**src/rtl/snoop_hit_pkg.sv**
```systemverilog
// Shared types for the snoop hit handler.
// Assumes: one snoop is presented per valid cycle, already address-matched.
package snoop_hit_pkg;

    // Snoop attributes
    typedef struct packed {
        logic needs_excl;
        logic invalidate;
        logic express;
        logic uncacheable;
    } snp_attr_t;

    // Entry state sampled in the snoop cycle
    typedef struct packed {
        logic in_service;
        logic dstream_pend;
        logic pend_dirty;
        logic post_inv;
        logic act_needs_excl;
    } ent_state_t;

    // Decided actions for one snoop
    typedef struct packed {
        logic absorbed;
        logic enqueue;
        logic enq_pending;
        logic mem_inhibit;
        logic supply_excl;
        logic assert_shared;
        logic set_post_inv;
        logic set_post_dg;
        logic rewrite_act;
        logic rewrite_def;
    } snp_action_t;

    localparam int ACTION_W = $bits(snp_action_t);

endpackage

```
**src/rtl/snoop_order_cls.sv**
```systemverilog
// Orders a snoop against the entry's own request.
// Assumes: inputs are valid only in a snoop cycle; output is combinational.
module snoop_order_cls
    import snoop_hit_pkg::*;
(
    input  snp_attr_t  attr,
    input  ent_state_t ent,
    output logic       snoop_first
);
    // The snoop comes first if the entry's request is unissued here, or held unissued below
    always_comb begin
        snoop_first = !ent.in_service || (attr.express && ent.dstream_pend);
    end
endmodule

```
**src/rtl/snoop_action_dec.sv**
```systemverilog
// Turns the ordering plus the snoop and entry bits into the action set.
// Assumes: snoop_first comes from snoop_order_cls for the same cycle.
module snoop_action_dec
    import snoop_hit_pkg::*;
(
    input  snp_attr_t   attr,
    input  ent_state_t  ent,
    input  logic        snoop_first,
    output snp_action_t act
);
    logic keep_copy;

    // A copy is kept when ownership is pending or the snoop invalidates
    always_comb begin
        keep_copy = ent.pend_dirty || attr.invalidate;
    end

    // Build the action set for the ordered snoop
    always_comb begin
        act = '0;
        // The deferred queue is re-requested after the snoop in both orderings
        act.rewrite_def = attr.needs_excl;
        if (snoop_first) begin
            act.rewrite_act = attr.needs_excl;
        end else begin
            act.absorbed = 1'b1;
            if (!ent.post_inv) begin
                act.enqueue       = keep_copy;
                act.mem_inhibit   = ent.pend_dirty;
                act.supply_excl   = ent.pend_dirty;
                act.enq_pending   = keep_copy && ent.dstream_pend && ent.act_needs_excl;
                act.set_post_inv  = keep_copy && attr.needs_excl;
                act.set_post_dg   = !attr.needs_excl && !attr.uncacheable;
                act.assert_shared = !attr.needs_excl && !attr.uncacheable;
            end
        end
    end
endmodule

```
**src/rtl/snoop_result_reg.sv**
```systemverilog
// Registers the action set into one-cycle result pulses.
// Assumes: synchronous active-low reset; act is meaningful only when valid_in is high.
module snoop_result_reg
    import snoop_hit_pkg::*;
(
    input  logic        clk,
    input  logic        rst_n,
    input  logic        valid_in,
    input  snp_action_t act,
    output logic        valid_q,
    output snp_action_t act_q
);
    // Capture the decision on the snoop cycle's edge; clear it otherwise
    always_ff @(posedge clk) begin
        if (!rst_n) begin
            valid_q <= 1'b0;
            act_q   <= '0;
        end else begin
            valid_q <= valid_in;
            act_q   <= valid_in ? act : '0;
        end
    end
endmodule

```
**src/rtl/snoop_hit_handler.sv**
```systemverilog
// Top of the snoop hit handler: ordering, action decode, result register.
// Assumes: the caller has matched the snoop to this entry and applies the
// pulses to the entry flags and target queues itself.
module snoop_hit_handler
    import snoop_hit_pkg::*;
(
    input  logic clk,
    input  logic rst_n,
    input  logic snp_valid,
    input  logic snp_needs_excl,
    input  logic snp_invalidate,
    input  logic snp_express,
    input  logic snp_uncacheable,
    input  logic ent_in_service,
    input  logic ent_dstream_pend,
    input  logic ent_pend_dirty,
    input  logic ent_post_inv,
    input  logic ent_act_needs_excl,
    output logic res_valid,
    output logic res_absorbed,
    output logic res_enqueue,
    output logic res_enq_pending,
    output logic res_mem_inhibit,
    output logic res_supply_excl,
    output logic res_assert_shared,
    output logic res_set_post_inv,
    output logic res_set_post_dg,
    output logic res_rewrite_act,
    output logic res_rewrite_def
);
    snp_attr_t   attr;
    ent_state_t  ent;
    logic        snoop_first;
    snp_action_t act;
    snp_action_t act_q;

    // Gather the port bits into the shared structures
    always_comb begin
        attr = '{needs_excl: snp_needs_excl, invalidate: snp_invalidate,
                 express: snp_express, uncacheable: snp_uncacheable};
        ent  = '{in_service: ent_in_service, dstream_pend: ent_dstream_pend,
                 pend_dirty: ent_pend_dirty, post_inv: ent_post_inv,
                 act_needs_excl: ent_act_needs_excl};
    end

    snoop_order_cls u_order (
        .attr        (attr),
        .ent         (ent),
        .snoop_first (snoop_first)
    );

    snoop_action_dec u_dec (
        .attr        (attr),
        .ent         (ent),
        .snoop_first (snoop_first),
        .act         (act)
    );

    snoop_result_reg u_reg (
        .clk      (clk),
        .rst_n    (rst_n),
        .valid_in (snp_valid),
        .act      (act),
        .valid_q  (res_valid),
        .act_q    (act_q)
    );

    // Drive the result pulses from the registered action set
    always_comb begin
        res_absorbed      = act_q.absorbed;
        res_enqueue       = act_q.enqueue;
        res_enq_pending   = act_q.enq_pending;
        res_mem_inhibit   = act_q.mem_inhibit;
        res_supply_excl   = act_q.supply_excl;
        res_assert_shared = act_q.assert_shared;
        res_set_post_inv  = act_q.set_post_inv;
        res_set_post_dg   = act_q.set_post_dg;
        res_rewrite_act   = act_q.rewrite_act;
        res_rewrite_def   = act_q.rewrite_def;
    end
endmodule

```
**config.mk**
```make
export PLATFORM = sky130hd
export DESIGN_NAME = snoop_hit_handler
export DESIGN_NICKNAME = d
export VERILOG_FILES = /design/src/rtl/snoop_hit_pkg.sv /design/src/rtl/snoop_order_cls.sv /design/src/rtl/snoop_action_dec.sv /design/src/rtl/snoop_result_reg.sv /design/src/rtl/snoop_hit_handler.sv
export SDC_FILE = /design/constraint.sdc
export NUM_CORES = 1
export LEC_CHECK = 0
export BUFFER_PORTS_ARGS = -buffer_cell sky130_fd_sc_hd__buf_2
export CORE_AREA = 4 4 41 43
export DETAILED_ROUTE_END_ITERATION = 10
export DIE_AREA = 0 0 45 47
export PLACE_DENSITY = 0.48
export SKIP_CTS_REPAIR_TIMING = 1
export SYNTH_ARGS = -nofsm -noshare
export SYNTH_HDL_FRONTEND = slang
export SYNTH_SLANG_ARGS = --single-unit
```
**constraint.sdc**
```tcl
create_clock -name clk -period 2.2 [get_ports clk]
set_input_delay 0.22 -clock clk [delete_from_list [all_inputs] [get_ports clk]]
set_output_delay 0.22 -clock clk [all_outputs]
set_load 0.005 [all_outputs]
```
After elaboration in Yosys (flattened, before gate mapping). Index checks and enable logic that the tools add are counted.

Bits in registers: 9. Bits of input ports: 12. Output and inout port bits: 11. Logic and storage cells: 26.

Muxes and demuxes: 2. Bitwise operators: 2. Reduce and logical (&&, ||, !) cells: 13.

Operators with widths (count): $mux W8 (1); $mux W7 (1); $logic_and A1 B1 Y1 (5); $reduce_or A4 Y1 (1); $logic_not A1 Y1 (3); $reduce_and A3 Y1 (1); $logic_or A1 B1 Y1 (2); $not A1 Y1 (2); $reduce_and A2 Y1 (1).

Logic depth before layout (Yosys ltp). Gate-level depths: netlist (run 1).

Depth in word-level cells: 5. Depth in mapped cells: 3. Depth with buffers taken out: 3.

Hierarchy. A second synthesis (run 1) with hierarchy kept.

Cell total of the unflattened synthesis: 37. Area, all modules: 400.4 µm².

By module, submodules not included: snoop_result_reg (instances 1, cells each 24, area each 309.0 µm², sequential area each 220.2 µm²); snoop_action_dec (instances 1, cells each 12, area each 81.3 µm², sequential area each 0.0 µm²); snoop_order_cls (instances 1, cells each 1, area each 10.0 µm², sequential area each 0.0 µm²).

Worst setup path after synthesis (run 1). Ideal clock, no wire load.

Kind: input to register. Start point: input port ent_in_service. End point: register u_reg.act_q[6] (netlist name). Library setup time: 72 ps. Arrival: 804 ps. Data required time: 2128 ps. Slack: 1324 ps. Cell stages on the path: 3. Path buffers: 0. Cell sequence: a21bo_4 > or2_4 > nor3b_2.

Cells in the longest elaborated chain, start to end: 3.

Ends and longest elaborated chain: from (decl) (line snoop_hit_handler.sv:14) `input logic ent_in_service,`; $logic_not A1 Y1 (line snoop_order_cls.sv:12) `snoop_first = !ent.in_service || (attr.express && ent.dstream_pend);`; $logic_or A1 B1 Y1 (line snoop_order_cls.sv:12); $reduce_or A4 Y1 (no source line).

Every way passes these cells. A chain may end at the register's enable or synchronous reset.

==> flow_metrics.env, run 1 <==
export IMPL_synth_ff_type="dfxtp_1"
export IMPL_grt_setup_unrepaired="no"
export IMPL_clkSinkCount=9
export IMPL_first_pass_iters=2
export IMPL_p_sw_share_pct=20.7
export IMPL_fin_nets=61
export IMPL_yosysSeqAreaShare_pct=58.3
export IMPL_setup_viol=0
export IMPL_clk_pin_slew_ps=60
export IMPL_die_w_um=45
export IMPL_synth_top_area_share_pct=58.3
export IMPL_holdCritStartpoint="snp_uncacheable"
export IMPL_cp_slowest_cell="dfxtp_1"
export IMPL_grtUsageTotal_pct=7.22
export IMPL_avgViaCountPerCell=3.86
export IMPL_finish_instance_area_um2=449
export IMPL_dieArea_um2=2120
export IMPL_cpPeakStageDelay_ps=320
export IMPL_tns_ps=0
export IMPL_wl_per_cell_um=9.71
export IMPL_tightest_slew_ps=231
export IMPL_synth_area_leaders="dfxtp_1 (58%), nor4_4 (6.9%), a21bo_4 (5.3%)"
export IMPL_required_ps=1980
export IMPL_synth_async_reset_ratio_pct=0
export IMPL_finalHoldViolations=0
export IMPL_grt_max_degree=6
export IMPL_antennaDiodeCount=0
export IMPL_p_leak_nw=0.245
export IMPL_synth_seq_cells=9
export IMPL_setup_worst_path_start="u_reg.act_q[4]$_SDFF_PP0_"
export IMPL_cts_tree="built"
export IMPL_place_area_um2=423
export IMPL_yosys_area_top_type="dfxtp_1"
export IMPL_min_period_ps=898
export IMPL_start_kind="flip-flop"
export IMPL_pwr_share_seq_pct=52.7
export IMPL_synth_cell_types=12
export IMPL_status="finished, final reports clean"
export IMPL_postSynthCellCount=24
export IMPL_p_comb_share_pct=9.1
export IMPL_syn_nets=36
export IMPL_relSlewSlack_pct=84.5
export IMPL_crit_type="flip-flop to primary output"
export IMPL_power_frac_clock_pct=38.2
export IMPL_yosysMostFrequentCell="dfxtp_1"
export IMPL_fp_row_count=13
export IMPL_end_kind="primary output"
export IMPL_gp_congestion=0.635
export IMPL_vias=243
export IMPL_drv_cap=0
export IMPL_cp_max_fo=2
export IMPL_critPathArrivalTime_ps=680
export IMPL_whs_ps=129
export IMPL_synth_edf_count=0
export IMPL_antenna_found_initial=0
export IMPL_critPathBufInv=1
export IMPL_irDropWorstVdd_v=0.000275
export IMPL_drive_above_1_share_pct=64.6
export IMPL_area_delta_synth_final_pct=45.3
export IMPL_grt_overflow_total=0
export IMPL_pin_count=23
export IMPL_yosys_warnings=0
export IMPL_hold_path_class="input port to flip-flop"
export IMPL_drc=0
export IMPL_cellPowerDensity_nw_per_um2=709
export IMPL_post_route_period_util_pct=40.8
export IMPL_netlist_top_cells_count="dfxtp_1 (9), and2_1 (2), and3_1 (2), buf_4 (2), inv_1 (2)"
export IMPL_avgSynthCellArea_um2=12.9
export IMPL_p_int_mw=0.253
export IMPL_cts_root_buf="clkbuf_4"
export IMPL_die_y_um=47
export IMPL_cts_buffer_depth=2
export IMPL_grt_pass1_wl_um=876
export IMPL_routed_wl_um=612
export IMPL_syn_area_um2=309
export IMPL_critPathTopFamily="flip-flops"
export IMPL_cts_buffers=3
export IMPL_p_sw_mw=0.0660
export IMPL_drt_antenna_violating_nets=0
export IMPL_drt_initial_drc_count=2
export IMPL_core_area_um2=1300
export IMPL_cts_htree_levels=1
export IMPL_finalMaxSlewViolations=0
export IMPL_numPortBuffers=22
export IMPL_initial_core_util_pct=23.7
export IMPL_path_cells="buf_2"
export IMPL_fill_cells=144
export IMPL_grt_pass1_vias=209
export IMPL_max_freq_mhz=1110
==> power by group through the flow <==
stage / logic (mW) / registers, mW / clock network, mW
after floorplan: 0.0112 / 0.172 / 0
after global placement: 0.0295 / 0.172 / 0
after detailed placement: 0.0296 / 0.172 / 0
after CTS: 0.0296 / 0.168 / 0.129
after global routing: 0.0315 / 0.168 / 0.143
final: 0.0289 / 0.168 / 0.122
==> stage by stage <==
stage,util [%],total power [mW],cells,setup slack (ps)
2_1_floorplan,-,0.184,24,1320
3_3_place_gp,32.5,0.201,59,1190
3_5_place_dp,32.5,0.201,59,1190
4_1_cts,34.5,0.326,63,1290
5_1_grt,34.5,0.343,63,1230
6_report,34.5,0.319,63,1300
==> layer usage <==
| metal | wire [µm] | global-route usage (%) |
|---|---|---|
| met4 | 44 | 14.0 |
| met3 | 71 | 3.83 |
| met2 | 271 | 8.19 |
| met5 | 0 | 0 |
| met1 | 224 | 6.45 |
==> area by class of cell <==
type                    instances  area [µm²]  share of cell area, %
clock buffers                   4        26.3                   5.85
inverters                       2        7.51                   1.67
multi-input cells              11         106                   23.7
flip-flops and latches          9         180                   40.1
well taps                      15        18.8                   4.18
repair buffers                 22         110                   24.5
==> cell usage in the layout (no fill, tap or decap), types with 2 or more instances in the layout <==
cell and n:
clkbuf_4 3, inv_1 2, and2_1 2, buf_2 22
dfxtp_1 9, and3_1 2
==> state kept, by name, indices dropped and copies added, names as in the netlist <==
register and flops:
u_reg.valid_q 1, u_reg.act_q 8
==> logic make-up after synthesis <==
group                  Yosys count  share of synthesized area (%)
and+or+nand+nor                 10                           29.1
AOI/OAI and AO/OA                1                           5.26
buffers and inverters            4                           7.29
DFF                              9                           58.3
==> final timing paths <==
check / endpoint / slack [ps] / cells past startpoint
setup / recovery: res_set_post_dg / 1300 / 1
hold / removal: u_reg.act_q[4]$_SDFF_PP0_ / 130 / 2
Power figures use the tool's default switching activity.
==> inputs of run 2 (changes only) <==
--- a/config.mk
+++ b/config.mk
@@ -5,6 +5,7 @@
 export SDC_FILE = /design/constraint.sdc
 export NUM_CORES = 1
 export LEC_CHECK = 0
+export ABC_AREA = 1
 export BUFFER_PORTS_ARGS = -buffer_cell sky130_fd_sc_hd__buf_2
 export CORE_AREA = 4 4 41 43
 export DETAILED_ROUTE_END_ITERATION = 10
==> constraint.sdc (replaced) <==
create_clock -name clk -period 0.91 [get_ports clk]
set_input_delay 0.091 -clock clk [delete_from_list [all_inputs] [get_ports clk]]
set_output_delay 0.091 -clock clk [all_outputs]
set_load 0.005 [all_outputs]
==> flow_metrics.env, run 2 <==
export IMPL_finalHoldViolations=0
export IMPL_clkSinkCount=9
export IMPL_area_delta_synth_final_pct=46.5
export IMPL_use_met2_pct=7.91
export IMPL_regMostFlops="u_reg.act_q"
export IMPL_largest_reg_flops=8
export IMPL_grt_use_met3_pct=2.68
export IMPL_top_regs="u_reg.act_q: 8 flops, u_reg.valid_q: 1 flops"
export IMPL_status="finished, final reports clean"
export IMPL_fp_row_count=13
export IMPL_required_ps=820
export IMPL_drt_antenna_violating_nets=0
export IMPL_end_kind="primary output"
export IMPL_tightest_slew_ps=122
export IMPL_vias=269
export IMPL_synth_cell_types=10
export IMPL_netlist_top_cells_count="dfxtp_1 (9), nor2_1 (9), inv_1 (4), nand2_1 (4), buf_4 (2)"
export IMPL_antennaDiodeCount=0
export IMPL_final_util_pct=33.9
export IMPL_synth_seq_cells=9
export IMPL_drc=0
export IMPL_pin_count=23
export IMPL_grt_pass1_wl_um=883
export IMPL_die_y_um=47
export IMPL_cts_buffers=3
export IMPL_finalMaxSlewViolations=0
export IMPL_grt_pass1_vias=235
export IMPL_synth_area_leaders="dfxtp_1 (60%), nor2_1 (11%), nand4_4 (7.1%)"
export IMPL_grtUsageTotal_pct=6.17
export IMPL_path_cells="buf_2"
export IMPL_drt_initial_drc_count=1
export IMPL_yosys_area_top_type="dfxtp_1"
export IMPL_holdCritStartpoint="ent_pend_dirty"
export IMPL_dieArea_um2=2120
export IMPL_avgSynthCellArea_um2=9.14
export IMPL_initial_core_util_pct=23.2
export IMPL_cp_max_fo=2
export IMPL_cp_slowest_cell="dfxtp_1"
export IMPL_yosys_warnings=0
export IMPL_wl_per_cell_um=8.13
export IMPL_synth_edf_count=0
export IMPL_grt_overflow_total=0
export IMPL_dp_hpwl_um=495
export IMPL_avgViaCountPerCell=3.74
export IMPL_fin_nets=70
export IMPL_core_area_um2=1300
export IMPL_post_route_period_util_pct=84.4
export IMPL_cts_root_buf="clkbuf_4"
export IMPL_whs_ps=53.9
export IMPL_first_pass_iters=3
export IMPL_cpPeakStageDelay_ps=310
export IMPL_ff_latch_area_um2=180
export IMPL_grt_busiest_layer="met2"
export IMPL_syn_area_um2=302
export IMPL_relSlewSlack_pct=91.8
export IMPL_yosysSeqAreaShare_pct=59.8
export IMPL_holdPathStages=3
export IMPL_drv_cap=0
export IMPL_start_kind="flip-flop"
export IMPL_cellPowerDensity_nw_per_um2=1750
export IMPL_synth_top_area_share_pct=59.8
export IMPL_multi_input_area_um2=87.6
export IMPL_max_freq_mhz=1300
export IMPL_critPathTopFamily="flip-flops"
export IMPL_irDropWorstVdd_v=0.000493
export IMPL_die_w_um=45
export IMPL_tns_ps=0
export IMPL_crit_type="flip-flop to primary output"
export IMPL_min_period_ps=768
export IMPL_p_leak_nw=0.251
export IMPL_cts_buffer_depth=2
export IMPL_postSynthCellCount=33
export IMPL_cts_htree_levels=1
export IMPL_clk_pin_slew_ps=60
export IMPL_critPathBufInv=1
export IMPL_drive_above_1_share_pct=49.1
export IMPL_final_cell_mix="buf_2 (22), nor2_1 (9), dfxtp_1 (9)"
export IMPL_synth_async_reset_ratio_pct=0
export IMPL_grt_use_met1_pct=7.08
export IMPL_cts_tree="built"
export IMPL_numPortBuffers=22
export IMPL_syn_nets=45
export IMPL_synth_ff_type="dfxtp_1"
export IMPL_gp_congestion=0.650
export IMPL_critPathArrivalTime_ps=680
export IMPL_final_common_cell="buf_2"
export IMPL_antenna_found_initial=0
export IMPL_hold_path_class="input port to flip-flop"
export IMPL_setup_viol=0
export IMPL_min_to="u_reg.act_q[6]$_SDFF_PP0_"
export IMPL_grt_max_degree=6
export IMPL_fill_cells=153
export IMPL_routed_wl_um=585
export IMPL_grt_setup_unrepaired="no"
-- run 2: cells by family (layout without fill, tap and decap cells) --
| group | count (synthesis) | in the layout | share of synthesized area (%) |
|---|---|---|---|
| buffers and inverters | 7 | 31 | 11.2 |
| flip-flops | 9 | 9 | 59.8 |
| AND/OR/NAND/NOR | 17 | 17 | 29.0 |
-- run 2: worst max-delay path by stage --
| stage | from | end | slack (ps) | cells past startpoint |
|---|---|---|---|---|
| after global routing | u_reg.act_q[6]$_SDFF_PP0_ | res_mem_inhibit | 80 | 1 |
| final | u_reg.act_q[6]$_SDFF_PP0_ | res_mem_inhibit | 140 | 1 |
| after global placement | snp_invalidate | u_reg.act_q[7]$_SDFF_PP0_ | 280 | 5 |
| after CTS | u_reg.act_q[6]$_SDFF_PP0_ | res_mem_inhibit | 130 | 1 |
| after detailed placement | ent_dstream_pend | u_reg.act_q[7]$_SDFF_PP0_ | 290 | 4 |
| after floorplan | u_reg.act_q[4]$_SDFF_PP0_ | res_set_post_dg | 390 | 1 |
-- run 2: routing by layer --
metal	vias to the layer above	wire, µm
met1	107	244
met2	15	261
met4	0	13
met3	4	66
met5	-	0
li1	143	-
-- run 2: where the power goes --
| group | total [mW] | internal (mW) | switching (mW) | leakage, nW |
|---|---|---|---|---|
| Sequential | 0.406 | 0.404 | 0.00187 | 0.0733 |
| Combinational | 0.0671 | 0.0335 | 0.0336 | 0.163 |
| Clock | 0.299 | 0.168 | 0.130 | 0.0150 |
| Total | 0.772 | 0.606 | 0.166 | 0.251 |
-- run 2: per-stage QoR --
step                      area [µm²]  total power [mW]  setup WS (ps)  std cells
after detailed placement         415             0.483            290         68
after CTS                        442             0.790            125         72
after floorplan                  302             0.444            393         33
after global routing             442             0.820           81.7         72
final                            442             0.772            142         72
after global placement           415             0.483            280         68
-- run 2: final cells by class --
cell class	instances	area share [%]
clock buffer	4	5.95
inverter	5	4.25
timing repair buffer	22	24.9
sequential	9	40.8
tap	15	4.25
multi-input combinational	17	19.8
==> inputs of run 3 (changes only) <==
==> constraint.sdc (replaced) <==
create_clock -name clk -period 0.8 [get_ports clk]
set_input_delay 0.08 -clock clk [delete_from_list [all_inputs] [get_ports clk]]
set_output_delay 0.08 -clock clk [all_outputs]
set_load 0.005 [all_outputs]
==> flow_metrics.env, run 3 (synthesis results as in run 2) <==
export IMPL_p_leak_nw=0.252
export IMPL_clk_pin_slew_ps=60
export IMPL_max_freq_mhz=1310
export IMPL_grt_pass1_vias=235
export IMPL_fin_nets=70
export IMPL_cts_root_buf="clkbuf_4"
export IMPL_antennaDiodeCount=0
export IMPL_cp_slowest_cell="dfxtp_2"
export IMPL_cts_tree="built"
export IMPL_start_kind="flip-flop"
export IMPL_initial_core_util_pct=23.2
export IMPL_routed_wl_um=585
export IMPL_cts_buffer_depth=2
export IMPL_tns_ps=0
export IMPL_antenna_found_initial=0
export IMPL_dieArea_um2=2120
export IMPL_drt_antenna_violating_nets=0
export IMPL_use_met2_pct=7.91
export IMPL_critPathBufInv=1
export IMPL_min_period_ps=763
export IMPL_finish_instance_area_um2=443
export IMPL_grt_pass1_wl_um=883
export IMPL_dp_hpwl_um=495
export IMPL_power_mw=0.878
export IMPL_final_cell_mix="buf_2 (22), nor2_1 (9), dfxtp_1 (8)"
export IMPL_end_kind="primary output"
export IMPL_layout_setup_ws_ps=37.5
export IMPL_status="finished, final reports clean"
export IMPL_path_cells="buf_2"
export IMPL_clkSinkCount=9
export IMPL_drt_initial_drc_count=1
export IMPL_fin_cells=72
export IMPL_drc=0
export IMPL_hold_path_class="input port to flip-flop"
export IMPL_grt_use_met1_pct=7.08
export IMPL_holdPathStages=3
export IMPL_first_pass_iters=3
export IMPL_cpPeakStageDelay_ps=310
export IMPL_die_w_um=45
export IMPL_final_common_cell="buf_2"
export IMPL_drv_cap=0
export IMPL_tightest_slew_ps=122
export IMPL_grt_overflow_total=0
export IMPL_avgViaCountPerCell=3.74
export IMPL_die_y_um=47
export IMPL_grt_setup_unrepaired="no"
export IMPL_gp_congestion=0.650
export IMPL_drive_above_1_share_pct=50.9
export IMPL_grt_use_met3_pct=2.68
export IMPL_required_ps=720
export IMPL_grtUsageTotal_pct=6.17
export IMPL_cellPowerDensity_nw_per_um2=1980
export IMPL_post_place_cells=68
export IMPL_relSlewSlack_pct=91.8
export IMPL_setup_viol=0
export IMPL_cts_buffers=3
export IMPL_irDropWorstVdd_v=0.000561
export IMPL_grt_max_degree=6
export IMPL_fp_row_count=13
export IMPL_numPortBuffers=22
export IMPL_core_area_um2=1300
export IMPL_post_route_period_util_pct=95.3
export IMPL_critPathArrivalTime_ps=680
export IMPL_cp_max_fo=2
export IMPL_crit_type="flip-flop to primary output"
export IMPL_cts_htree_levels=1
export IMPL_regMostFlops="u_reg.act_q"
export IMPL_largest_reg_flops=8
export IMPL_top_regs="u_reg.act_q: 8 flops, u_reg.valid_q: 1 flops"
export IMPL_wl_per_cell_um=8.13
export IMPL_cp_depth=1
export IMPL_place_area_um2=415
export IMPL_post_place_ws_ps=191
export IMPL_vias=269
export IMPL_grt_busiest_layer="met2"
export IMPL_critPathTopFamily="flip-flops"
export IMPL_finalHoldViolations=0
export IMPL_area_delta_synth_final_pct=46.9
export IMPL_pin_count=23
export IMPL_finalMaxSlewViolations=0
-- run 3: cell counts in the layout (fill, tap and decap cells not counted) --
No cell type changed its count.
-- run 3: path summary, 6_finish.rpt --
| check | from | endpoint |
|---|---|---|
| hold / removal | ent_pend_dirty | u_reg.act_q[6]$_SDFF_PP0_ |
| setup / recovery | u_reg.act_q[6]$_SDFF_PP0_ | res_mem_inhibit |
-- run 3: routing by layer --
metal | up-vias | share of wire, % | wire length, µm
met5 | - | 0 | 0
met4 | 0 | 2.2 | 13
li1 | 143 | - | -
met2 | 15 | 45 | 261
met3 | 4 | 11 | 66
met1 | 107 | 42 | 244
-- run 3: layout make-up --
class	count	area [µm²]
repair buffers	22	110
multi-input cells	17	87.6
flip-flops and latches	9	181
inverters	5	18.8
clock buffers	4	26.3
fillers	152	858
well taps	15	18.8
-- run 3: where the power goes --
group	leakage, nW	switching (mW)	internal [mW]	total (mW)
Sequential	0.0738	0.00213	0.460	0.462
Clock	0.0150	0.148	0.192	0.340
Combinational	0.163	0.0382	0.0381	0.0763
-- run 3: per-stage QoR --
stage	hold WS (ps)	util, %
after CTS	37.3	33.9
after global placement	320	31.9
final	35.6	34.0
after detailed placement	316	31.9
after global routing	50.3	34.0
after floorplan	192	-
